==> config.mk <==
export PLATFORM = sky130hd
export DESIGN_NAME = pf_path_finder
export DESIGN_NICKNAME = d
export VERILOG_FILES = /design/src/rtl/pf_pkg.sv /design/src/rtl/pf_req_latch.sv /design/src/rtl/pf_slot_scan.sv /design/src/rtl/pf_result_hold.sv /design/src/rtl/pf_path_finder.sv
export SDC_FILE = /design/constraint.sdc
export NUM_CORES = 1
export LEC_CHECK = 0
export CORE_UTILIZATION = 43
export CTS_CLUSTER_DIAMETER = 60
export DETAILED_ROUTE_END_ITERATION = 12
export PLACE_DENSITY = 0.79
export SETUP_SLACK_MARGIN = 0.02
export SLEW_MARGIN = 15
export SYNTH_ARGS = -nofsm -noshare
export SYNTH_HDL_FRONTEND = slang
export SYNTH_SLANG_ARGS = --single-unit
==> constraint.sdc <==
create_clock -name clk -period 2.2 [get_ports clk]
set_input_delay 0.66 -clock clk [delete_from_list [all_inputs] [get_ports clk]]
set_output_delay 0.66 -clock clk [all_outputs]
set_load 0.01 [all_outputs]
==> src/rtl/pf_pkg.sv <==
package pf_pkg;
  localparam int unsigned PF_MIN_SLOTS = 2;

  function automatic logic slot_free(input logic b1, input logic b3, input logic vt);
    return ~(b1 | b3 | vt);
  endfunction
endpackage

==> src/rtl/pf_req_latch.sv <==
module pf_req_latch (
  input  logic clk,
  input  logic rst_n,
  input  logic req,
  input  logic consume,
  output logic pending
);
  always_ff @(posedge clk) begin
    if (!rst_n) pending <= 1'b0;
    else        pending <= req | (pending & ~consume);
  end
endmodule

==> src/rtl/pf_slot_scan.sv <==
module pf_slot_scan #(
  parameter int unsigned SLOTS = 8,
  localparam int unsigned SW = $clog2(SLOTS)
) (
  input  logic          clk,
  input  logic          rst_n,
  input  logic          word_tick,
  input  logic          start,
  input  logic          busy_first,
  input  logic          busy_third,
  input  logic          veto,
  output logic          active,
  output logic          done,
  output logic          done_found,
  output logic [SW-1:0] done_slot,
  output logic [SW-1:0] cnt
);
  import pf_pkg::*;

  localparam logic [SW-1:0] LAST = SW'(SLOTS - 1);

  logic          found;
  logic [SW-1:0] best;
  logic          sample;
  logic [SW-1:0] idx;
  logic          found_eff;
  logic          free_now;

  assign sample    = word_tick & (active | start);
  assign idx       = start ? '0 : cnt;
  assign found_eff = found & ~start;
  assign free_now  = slot_free(busy_first, busy_third, veto);

  assign done       = sample & (idx == LAST);
  assign done_found = found_eff | free_now;
  assign done_slot  = found_eff ? best : (free_now ? idx : '0);

  always_ff @(posedge clk) begin
    if (!rst_n) begin
      active <= 1'b0;
      cnt    <= '0;
      found  <= 1'b0;
      best   <= '0;
    end else if (sample) begin
      if (idx == LAST) begin
        active <= 1'b0;
        cnt    <= '0;
        found  <= 1'b0;
      end else begin
        active <= 1'b1;
        cnt    <= idx + 1'b1;
        if (free_now && !found_eff) begin
          found <= 1'b1;
          best  <= idx;
        end else begin
          found <= found_eff;
        end
      end
    end
  end
endmodule

==> src/rtl/pf_result_hold.sv <==
module pf_result_hold #(
  parameter int unsigned SW = 3
) (
  input  logic          clk,
  input  logic          rst_n,
  input  logic          load,
  input  logic          load_found,
  input  logic [SW-1:0] load_slot,
  output logic          res_valid,
  input  logic          res_ready,
  output logic [SW-1:0] res_slot,
  output logic          res_blocked
);
  always_ff @(posedge clk) begin
    if (!rst_n) begin
      res_valid   <= 1'b0;
      res_slot    <= '0;
      res_blocked <= 1'b0;
    end else if (load) begin
      res_valid   <= 1'b1;
      res_slot    <= load_found ? load_slot : '0;
      res_blocked <= ~load_found;
    end else if (res_valid && res_ready) begin
      res_valid <= 1'b0;
    end
  end
endmodule

==> src/rtl/pf_path_finder.sv <==
module pf_path_finder #(
  parameter int unsigned SLOTS = 8,
  localparam int unsigned SW = $clog2(SLOTS)
) (
  input  logic          clk,
  input  logic          rst_n,
  input  logic          word_tick,
  input  logic          frame_start,
  input  logic          busy_first,
  input  logic          busy_third,
  input  logic          veto,
  input  logic          search_req,
  output logic          res_valid,
  input  logic          res_ready,
  output logic [SW-1:0] res_slot,
  output logic          res_blocked
);
  import pf_pkg::*;

  logic          pending;
  logic          start;
  logic          scan_active;
  logic          scan_done;
  logic          scan_found;
  logic [SW-1:0] scan_slot;
  logic [SW-1:0] scan_cnt;

  initial begin
    if (SLOTS < PF_MIN_SLOTS) $error("SLOTS must be at least %0d", PF_MIN_SLOTS);
  end

  assign start = word_tick & frame_start & pending & ~res_valid & ~scan_active;

  pf_req_latch u_req (
    .clk     (clk),
    .rst_n   (rst_n),
    .req     (search_req),
    .consume (start),
    .pending (pending)
  );

  pf_slot_scan #(.SLOTS(SLOTS)) u_scan (
    .clk        (clk),
    .rst_n      (rst_n),
    .word_tick  (word_tick),
    .start      (start),
    .busy_first (busy_first),
    .busy_third (busy_third),
    .veto       (veto),
    .active     (scan_active),
    .done       (scan_done),
    .done_found (scan_found),
    .done_slot  (scan_slot),
    .cnt        (scan_cnt)
  );

  pf_result_hold #(.SW(SW)) u_res (
    .clk         (clk),
    .rst_n       (rst_n),
    .load        (scan_done),
    .load_found  (scan_found),
    .load_slot   (scan_slot),
    .res_valid   (res_valid),
    .res_ready   (res_ready),
    .res_slot    (res_slot),
    .res_blocked (res_blocked)
  );
endmodule

### Word-level counts from Yosys, hierarchy flattened

Index checks and enable logic that the tools add are counted.

* word-level logic and storage cells: 44
* output and inout port bits: 5
* bits in latches: 0
* ROM bits: 0
* bits in writable memories: 0
* bits of input ports: 9
* register bits after elaboration: 14
* memories: 0

* add/sub/neg operators: 1
* reduce and logical (&&, ||, !) cells: 5
* bitwise logic cells: 19
* equal/unequal tests: 1
* divide/modulo/power cells: 0
* order comparisons: 0
* multipliers: 0
* shifts and indexed selects: 0
* muxes and demuxes: 10

Operators with widths (count)
* 2-to-1 mux 3 bit: 5
* AND 1 bit: 8
* NOT 1 bit: 6
* 2-to-1 mux 1 bit: 5
* OR 1 bit: 5
* adder 3 x 1 -> 3 bit, second input constant: 1
* equality test 3 bit, second input constant: 1
* AND reduction 3 bit: 1
* logical AND 1 bit: 2
* nonzero test 2 bit: 1
* logical NOT 1 bit: 1

### Depth between registers and ports, before layout

* depth in word-level cells: 10
* mapped depth: 9
* gate-level depth less buffers: 9

### By module

A second synthesis with hierarchy kept.

* cells, all modules: 77
* area, all modules: 723.2 um^2

Modules (own cells, without submodules)
* pf_slot_scan: cells an instance 53, times used 1, area each 485.5 um^2, sequential area each 160.2 um^2
* pf_result_hold: cells an instance 19, times used 1, area each 183.9 um^2, sequential area each 100.1 um^2
* pf_req_latch: cells an instance 3, times used 1, area each 41.3 um^2, sequential area each 20.0 um^2
* pf_path_finder: cells an instance 2, times used 1, area each 12.5 um^2, sequential area each 0.0 um^2

### Least setup slack after synthesis

No wires, ideal clock.

* kind: input to register
* start point: input frame_start
* end point: register u_res.res_blocked
* setup time: 0.076 ns
* data required time: 2.124 ns
* path buffers: 0
* path slack: -0.086 ns
* cell stages on the path: 9
* arrival: 2.210 ns
* cell sequence: and3b_2 -> nand3b_4 -> and2_1 -> ha_1 -> ha_1 -> nand2_1 -> o21bai_1 -> a211o_1 -> a21boi_0

* elaborated cells between the ends (all ways): 13
* classes of those cells: 1 x eq/ne; 1 x mux; 11 x bitwise

RTL lines
* start, declared: RTL line pf_path_finder.sv:8 `input logic frame_start,`
* AND 1 bit (4 in series): RTL line pf_path_finder.sv:32 `assign start = word_tick & frame_start & pending & ~res_valid & ~scan_active;`
* 2-to-1 mux 3 bit: RTL line pf_slot_scan.sv:30 `assign idx = start ? '0 : cnt;`
* net u_scan.idx[0]: RTL line pf_slot_scan.sv:25 `logic [SW-1:0] idx;`
* equality test 3 bit: RTL line pf_slot_scan.sv:34 `assign done = sample & (idx == LAST);`
* AND 1 bit: RTL line pf_slot_scan.sv:34
* end signal, assigned: RTL line pf_result_hold.sv:22 `res_blocked <= ~load_found;`
* end, declared: RTL line pf_result_hold.sv:12 `output logic res_blocked`

The timed path passes the listed nets, and every way through them passes these cells.
A chain may end at the register's enable or synchronous reset.

### Worst setup path in the final report

Same ends and word-level chain as after synthesis.

==> impl_metrics.py <==
metrics = {
    "global_routing": {
        "grt_overflow": 0,
        "antenna_found_initial": 0,
        "grt_start_max_net_pins": 18,
        "grt_pass1_vias": 611,
        "grt_usage_pct": 19.9,
        "grt_first_pass_wirelength_mm": 2.66,
    },
    "worst_setup_path": {
        "cp-start-kind": "input pin",
        "cp_max_fo": 6,
        "cpPeakStageDelay_ns": 0.24,
        "rr_endpoint": "u_scan.best[1]",
        "reg2reg_depth": 8,
        "crit_path_cell_trace": "dlygate4sd2_1 > and3b_2 > nand3b_4 > and2_4 > ha_4 > ha_4 > nand2_1 > o21bai_4 > a211o_1 > a21boi_1",
        "crit_arrival_ns": 2.30,
        "cp_slowest_cell": "a211o_1",
        "r2r_start": "u_res.res_valid",
        "critPathCaptureType": "flop",
        "cpLargestDelayFamily": "compound AO/OA/AOI/OAI gates",
        "r2r_slack_ns": 0.33,
        "criticalPathCategory": "in -> reg",
        "required_ns": 2.41,
        "crit_top_cell": "ha_4",
        "cp.buffers_inverters": 1,
    },
    "sta": {
        "maxSlewHeadroom_pct": 67.0,
        "rsz0062_at_grt": "false",
        "period_minus_slack_ns": 2.08,
        "worstMarginPinSlew_ns": 0.493,
        "max_clock_freq_mhz": 480,
        "skew_ns": 0.00331,
        "fin_crit_sh_pct": 94.7,
        "fin_setup_tns_ns": 0,
        "setup_viol": 0,
        "finalMaxSlewViolations": 0,
        "hold_slack_ns": 0.472,
        "hold_viol": 0,
    },
    "drt": {
        "ant_nets": 0,
        "first_pass_iters": 5,
        "drtIter0Drc": 11,
        "viasPerCell": 5.68,
        "wl_per_cell_um": 14.3,
        "post-route-drc-count": 0,
        "vias": 625,
        "drt_wl_total_mm": 1.57,
    },
    "cells_and_area": {
        "final_nets": 107,
        "final_util_pct": 64.1,
        "diodes": 0,
        "syn_to_final_growth_pct": 39.1,
        "layout-drive-gt1-share_pct": 22.3,
        "finalNonFillerCells": 110,
    },
    "power_and_ir_drop": {
        "leakagePower_nw": 0.368,
        "power.density_mw_per_mm2": 472,
        "irDropWorstVdd_uv": 388,
        "power_mw": 0.456,
    },
    "floorplan": {
        "initial_core_util_pct": 46.1,
        "die_width_um": 42.2,
        "io_pins": 14,
        "dieArea_mm2": 0.00178,
        "coreArea_mm2": 0.00151,
        "fp.dieH_um": 42.2,
        "num_rows": 14,
    },
    "yosys": {
        "syn_nets": 82,
        "synth_warnings": 0,
        "synthCells": 71,
        "synth_seq_cells": 14,
        "syn_avg_cell_area_um2": 9.78,
        "synthTopCellsByArea": "dfxtp_1, mux2i_1, and2_1",
        "synth_commonest_cells": "dfxtp_1, and2_1, nand2_1, nand3_1, nor2b_1",
        "synthDistinctLibCells": 23,
        "yosysSeqAreaShare_pct": 40.4,
        "syn_area_um2": 694,
        "synth_top_cell_by_area": "dfxtp_1",
        "synth-main-ff-cell": "dfxtp_1",
        "synth-edff-count": 0,
        "yosysMostFrequentCell": "dfxtp_1",
        "synth_top_area_share_pct": 40.4,
        "async_flop_share_pct": 0,
    },
    "place": {
        "hpwl_mm": 1.13,
        "dp_cells": 104,
        "io_buffers": 13,
        "routabilityCongestion": 0.777,
    },
    "cts": {
        "cts_sinks": 14,
        "tritoncts": "done",
        "path_clk_slew_ns": 0.08,
        "htree_num_levels": 1,
        "clock_latency_ns": 0.28,
        "cts-root-buf": "clkbuf_4",
        "clk_path_buf_depth": 2,
        "cts_buffers": 3,
    },
    "flow_run": {
        "maxCapViolations": 0,
    },
    "min_path": {
        "hold_start": "u_scan.best[0]",
        "hold_path_end": "u_scan.best[0]",
        "hold_depth": 2,
        "hp-class": "reg -> reg",
    },
    "outcome": {
        "status": "finished, final reports clean",
    },
}
## metal layers
layer / global-route usage, % / wire length (um)
met2: 30.8 / 729
met4: 12.5 / 44
met5: 0 / 0
met1: 24.3 / 706
met3: 5.17 / 92
## kinds of logic (layout without fill, tap and decap cells)
| family | Yosys count | in the layout | synth area share (%) |
|---|---|---|---|
| adders and majority gates | 2 | 2 | 3.60 |
| DFF | 14 | 14 | 40.4 |
| AOI/OAI and AO/OA | 15 | 15 | 19.3 |
| buffers and inverters | 2 | 25 | 1.08 |
| muxes | 5 | 5 | 7.21 |
| and+or+nand+nor | 33 | 33 | 28.5 |
## sequential cells by signal (all words and copies together), names as in the netlist
| name | cells |
|---|---|
| u_res.res_slot | 3 |
| u_scan.best | 3 |
| u_scan.cnt | 3 |
| u_req.pending | 1 |
| u_res.res_blocked | 1 |
| u_res.res_valid | 1 |
| u_scan.active | 1 |
| u_scan.found | 1 |
## report_power, final
part           internal [mW]  total, mW  leakage, nW  switching [mW]
sequential             0.257      0.262        0.113         0.00452
combinational         0.0312     0.0539        0.241          0.0227
clock                 0.0635      0.141       0.0138          0.0773
total                  0.352      0.456        0.368           0.105
## cell usage in the layout (no fill, tap or decap), types with 2 or more instances in the layout
cell	n
buf_4	9
dfxtp_1	14
ha_4	2
or3_1	2
clkdlybuf4s50_1	11
a21boi_0	2
nor2b_1	6
dlygate4sd2_1	2
and2_1	4
nand3_1	6
a22oi_1	3
nand2_1	6
mux2i_1	5
o2bb2ai_1	3
clkbuf_4	3
nand2b_1	2
and2_4	2
a21oi_1	2
## worst reg2reg max path, delay by kind of cell (launching register included)
kind / cells / cell delay, ns
AOI/OAI and AO/OA: 1 / 0.26
adders and majority gates: 2 / 0.33
buffers and inverters: 1 / 0.19
DFF: 1 / 0.32
muxes: 1 / 0.18
and+or+nand+nor: 3 / 0.53
## area by class of cell
cell class | instances | area, um2
fill | 133 | 541
multi-input combinational | 55 | 448
sequential | 14 | 280
timing repair buffer | 22 | 195
clock buffer | 3 | 22.5
tap | 16 | 20.0
## metrics by stage
step	setup slack, ns	cell area, um2
final	0.118	966
after global routing	0.0227	966
after CTS	0.0832	958
after detailed placement	-0.400	923
after global placement	-0.363	923
after floorplan	0.0391	736
## worst max path at each step
stage | startpoint | end | slack, ns | cells past startpoint
after global placement | frame_start | u_scan.best[1] | -0.36 | 8
after CTS | frame_start | u_res.res_blocked | 0.08 | 10
after floorplan | frame_start | u_res.res_blocked | 0.04 | 9
final | frame_start | u_res.res_blocked | 0.12 | 10
after detailed placement | frame_start | u_scan.best[1] | -0.40 | 8
after global routing | frame_start | u_res.res_blocked | 0.02 | 10
## what timing repair did
item | in CTS | in global routing
hold endpoints to repair | 0 | 0
buffers inserted | 2 | 1
pin swaps | 5 | 2
hold buffers | 0 | 0
setup endpoints to repair | 8 | 1
resized for setup | 2 | 0
No activity file was read; power rests on OpenSTA's default activity.
